File: src/rtl/los_pkg.sv
package los_pkg;
  typedef enum logic {
    LOS_CLEAR = 1'b0,
    LOS_LOST  = 1'b1
  } los_state_e;
endpackage

File: src/rtl/los_release_level.sv
// Release level = 2 * threshold, saturating at all ones.
module los_release_level #(
  parameter int AMP_W = 12
) (
  input  logic [AMP_W-1:0] thresh_i,
  output logic [AMP_W-1:0] rel_o
);
  logic [AMP_W:0] dbl;
  assign dbl   = {thresh_i, 1'b0};
  assign rel_o = dbl[AMP_W] ? {AMP_W{1'b1}} : dbl[AMP_W-1:0];
endmodule

File: src/rtl/los_cond.sv
// Flags a sample that argues for leaving the current state.
module los_cond
  import los_pkg::*;
#(
  parameter int AMP_W = 12
) (
  input  los_state_e       state_i,
  input  logic [AMP_W-1:0] amp_i,
  input  logic [AMP_W-1:0] thresh_i,
  input  logic [AMP_W-1:0] rel_i,
  output logic             cond_o
);
  always_comb begin
    if (state_i == LOS_CLEAR) cond_o = (amp_i < thresh_i);
    else                      cond_o = (amp_i >= rel_i);
  end
endmodule

File: src/rtl/los_qualifier.sv
// Counts consecutive qualifying samples; fires on the QUAL-th.
module los_qualifier #(
  parameter int QUAL = 25,
  localparam int CW  = (QUAL < 2) ? 1 : $clog2(QUAL)
) (
  input  logic          clk_i,
  input  logic          rst_ni,
  input  logic          valid_i,
  input  logic          cond_i,
  output logic          fire_o,
  output logic [CW-1:0] cnt_o
);
  localparam logic [CW-1:0] LAST = CW'(QUAL - 1);

  logic [CW-1:0] cnt_q;

  assign fire_o = valid_i && cond_i && (cnt_q == LAST);
  assign cnt_o  = cnt_q;

  always_ff @(posedge clk_i or negedge rst_ni) begin
    if (!rst_ni) begin
      cnt_q <= '0;
    end else if (valid_i) begin
      if (cond_i && !fire_o) cnt_q <= cnt_q + 1'b1;
      else                   cnt_q <= '0;
    end
  end
endmodule

File: src/rtl/los_detector.sv
module los_detector
  import los_pkg::*;
#(
  parameter int AMP_W = 12,
  parameter int QUAL  = 25,
  localparam int CW   = (QUAL < 2) ? 1 : $clog2(QUAL)
) (
  input  logic             clk_i,
  input  logic             rst_ni,
  input  logic             valid_i,
  input  logic [AMP_W-1:0] amp_i,
  input  logic [AMP_W-1:0] thresh_i,
  input  logic             inv_pol_i,
  output logic             los_o
);
  los_state_e       state_q;
  logic [AMP_W-1:0] rel_lvl;
  logic             cond;
  logic             fire;
  logic [CW-1:0]    cnt_q;

  los_release_level #(.AMP_W(AMP_W)) u_rel (
    .thresh_i (thresh_i),
    .rel_o    (rel_lvl)
  );

  los_cond #(.AMP_W(AMP_W)) u_cond (
    .state_i  (state_q),
    .amp_i    (amp_i),
    .thresh_i (thresh_i),
    .rel_i    (rel_lvl),
    .cond_o   (cond)
  );

  los_qualifier #(.QUAL(QUAL)) u_qual (
    .clk_i   (clk_i),
    .rst_ni  (rst_ni),
    .valid_i (valid_i),
    .cond_i  (cond),
    .fire_o  (fire),
    .cnt_o   (cnt_q)
  );

  always_ff @(posedge clk_i or negedge rst_ni) begin
    if (!rst_ni)   state_q <= LOS_LOST;
    else if (fire) state_q <= (state_q == LOS_LOST) ? LOS_CLEAR : LOS_LOST;
  end

  assign los_o = (state_q == LOS_LOST) ^ inv_pol_i;
endmodule

File: config.mk
export PLATFORM = sky130hd
export DESIGN_NAME = los_detector
export DESIGN_NICKNAME = d
export VERILOG_FILES = /design/src/rtl/los_pkg.sv /design/src/rtl/los_release_level.sv /design/src/rtl/los_cond.sv /design/src/rtl/los_qualifier.sv /design/src/rtl/los_detector.sv
export SDC_FILE = /design/constraint.sdc
export NUM_CORES = 1
export LEC_CHECK = 0
export CAP_MARGIN = 40
export CORE_MARGIN = 2
export CORE_UTILIZATION = 50
export DETAILED_ROUTE_END_ITERATION = 6
export PLACE_DENSITY = 0.87
export SLEW_MARGIN = 10
export SYNTH_ARGS = -nofsm -noshare
export SYNTH_HDL_FRONTEND = slang
export SYNTH_SLANG_ARGS = --single-unit
export TNS_END_PERCENT = 5
File: constraint.sdc
create_clock -name clk_i -period 3.5 [get_ports clk_i]
set_clock_uncertainty 0.15 [all_clocks]
set_input_delay 0.7 -clock clk_i [delete_from_list [all_inputs] [get_ports clk_i]]
set_output_delay 0.7 -clock clk_i [all_outputs]
set_load 0.05 [all_outputs]
==> results.cfg <==
[setup_path]
reg2reg_slack_ns = 1.74
max_stage_delay_ns = 0.82
cp_slowest_cell = clkdlybuf4s50_1
crit_type = in2out
cpMostUsedCell = clkdlybuf4s50_1
cp_max_fo = 1
critical_path_arrival_ns = 2.16
endpoint_kind = output port
cp_cell_sequence = clkdlybuf4s50_1 > xor2_1 > clkdlybuf4s50_1
worst_r2r_endpoint = state_q$_DFFE_PN1P_
r2r-start = u_qual.cnt_o[0]$_DFFE_PN0P_
worstRegToRegCells = 6
timing.critical_path.from_type = input port
cp.required_ns = 2.65

[placed_design]
port_buffers = 28
dp.cells = 176
post-dp-hpwl_um = 1934
gp_congestion = 0.8406

[final_layout]
areaGrowthSynthToFinish_pct = 34.81
drive_gt1_share_pct = 7.843
diodes = 0
final.fill_count = 168
final_cells = 180
nets = 207
regArea_sq_um = 151.4
multi_input_area_sq_um = 758.2

[clock_network]
post-cts-setup-buffer-count = 0
tritoncts.num_buffers = 3
path_clk_slew_ns = 0.04
cts-root-buf = clkbuf_4
cts_sinks = 6
htree_levels = 1
clockBufferDepth = 2
cts_tree = yes
post_cts_resized = 0
insertion_delay_ns = 0.25
hold_buffers = 0

[run_status]
status = finished clean

[synthesis]
synth-xor-area-share_pct = 0.8861
syn_area_per_cell_sq_um = 8.169
synth_top_family_by_area = adder cells
synth-main-ff-cell = dfrtp_1
ys_async_sr_fraction_pct = 100.0
syn_nets = 174
yosysWarnings = 0
syn_inst = 121
synth-seq-cells = 6
synth_edf_count = 0
synth_mux_area_share_pct = 1.013
synth_compound_area_share_pct = 22.78
yosysSeqAreaShare_pct = 15.32
yosysUniqueCellTypes = 34
synthAdderAreaFrac_pct = 31.65
yosys.area_share.simple_pct = 20.38
syn_area_sq_um = 988.4

[floorplan]
die_h_um = 48.46
die_x_um = 48.46
start_util_pct = 51.43
core_sq_mm = 0.001922
rows = 16
ioPinCount = 29
die_area_sq_mm = 0.002348

[global_route]
grt_antenna_before_repair = 0
overflow = 0
grt_pass1_wl_um = 4043
grt_pass1_vias = 1003
grtUsageTotal_pct = 20.96
grt_max_degree = 13

[power]
pwr_density_cell_mw_per_mm2 = 240.1
irDropWorstVdd_v = 0.0002152
p_total_w = 0.0003199
p_leak_nw = 0.6556

[sta]
tns_ns = 0
fin_crit_sh_pct = 86.03
rsz0062_at_grt = no
hold_viol = 0
maxSlewHeadroom_pct = 67.24
worstMarginPinSlew_ns = 0.4898
setup_violations = 0
max_freq_ghz = 0.3321
maxSlewViolCount = 0
period_needed_ns = 3.011

[detailed_routing]
postRouteAntennaNets = 0
num_vias = 967
drc = 0
wl_per_cell_um = 12.25
wl_um = 2205
drtPass1Iterations = 4
viasPerCell = 5.372
drt_iter0_drc = 8

[worst_hold_path]
hold_end = u_qual.cnt_o[4]$_DFFE_PN0P_
holdPathStages = 2
hold_class = reg2reg
min-delay-start = u_qual.cnt_o[4]$_DFFE_PN0P_

[flow_run]
cap_viol_max_count = 0
==> sequential cells by signal, indices dropped and copies added (netlist names) <==
name and count:
u_qual.cnt_o 5, state_q 1
==> through the flow <==
step	setup WS [ns]	instance area [sq um]	hold WS (ns)	util (%)
detailed placement	0.4737	1306	0.3853	67.97
CTS	0.4827	1333	0.3955	69.34
finish	0.4889	1333	0.3962	69.34
floorplan	0.8532	988.4	0.2544	-
global route	0.4632	1333	0.4167	69.34
global placement	0.5258	1306	0.3792	67.97
==> cell usage after synthesis, types with 2 or more instances <==
| cell type | n | share of area [%] |
|---|---|---|
| dfrtp_1 | 5 | 13 |
| o21ai_1 | 2 | 1.0 |
| ha_1 | 25 | 32 |
| inv_1 | 20 | 7.6 |
| o21ai_0 | 2 | 1.0 |
| nor2_1 | 15 | 5.7 |
| nor2b_1 | 2 | 1.3 |
| nand4_1 | 7 | 4.4 |
| nand2_1 | 5 | 1.9 |
| a21o_1 | 3 | 2.3 |
| o21a_1 | 2 | 1.5 |
| nand3_1 | 4 | 2.0 |
| o22ai_1 | 2 | 1.3 |
| a21oi_1 | 5 | 2.5 |
| a31oi_1 | 3 | 1.9 |
==> final cells by class <==
class | instances | share of cell area, %
multi-input cells | 94 | 56.90
repair buffers | 29 | 21.60
flip-flops and latches | 6 | 11.36
inverters | 20 | 5.634
well taps | 27 | 2.535
clock buffers | 4 | 1.972
==> power by group <==
part / switching [W] / internal, W
Combinational: 0.0000786 / 0.0000789
Sequential: 0.00000958 / 0.0000813
Clock: 0.0000282 / 0.0000434
==> placed cells by master, fill, tap and decap left out, drive strengths merged, types with 4 or more instances in the layout <==
cell type	instances
ha	25
nor2	15
clkbuf	4
nand4	7
o21ai	4
nand2	5
clkdlybuf4s50	28
nand3	5
dfrtp	5
a21oi	7
inv	20
==> metal layers <==
metal	GRT usage [%]	up-vias	share of wire, %
li1	-	500	-
met4	3.333	0	0.68
met3	5.247	2	4.4
met1	23.70	443	44
met2	40.05	22	51
met5	0	-	0
==> logic make-up (layout without fill, tap and decap cells) <==
family	after synthesis	after routing
flops	6	6
simple gates	39	39
xor+xnor	1	1
fa+ha+maj	25	25
mux	1	1
compound gates	28	28
buf+inv	21	53
==> worst max-delay path: cells and delay by family <==
family	cells	cell delay [ns]
buf+inv	2	1.30
xor+xnor	1	0.16
==> how the worst max path moves through the flow <==
stage | start | endpoint | slack (ns) | depth (start not counted)
after detailed placement | thresh_i[11] | u_qual.cnt_o[2]$_DFFE_PN0P_ | 0.47 | 10
after global routing | inv_pol_i | los_o | 0.46 | 3
after global placement | thresh_i[11] | u_qual.cnt_o[2]$_DFFE_PN0P_ | 0.53 | 10
after floorplan | thresh_i[11] | u_qual.cnt_o[2]$_DFFE_PN0P_ | 0.85 | 9
final | inv_pol_i | los_o | 0.49 | 3
after CTS | inv_pol_i | los_o | 0.48 | 3
(Power assumes the default switching activity.)
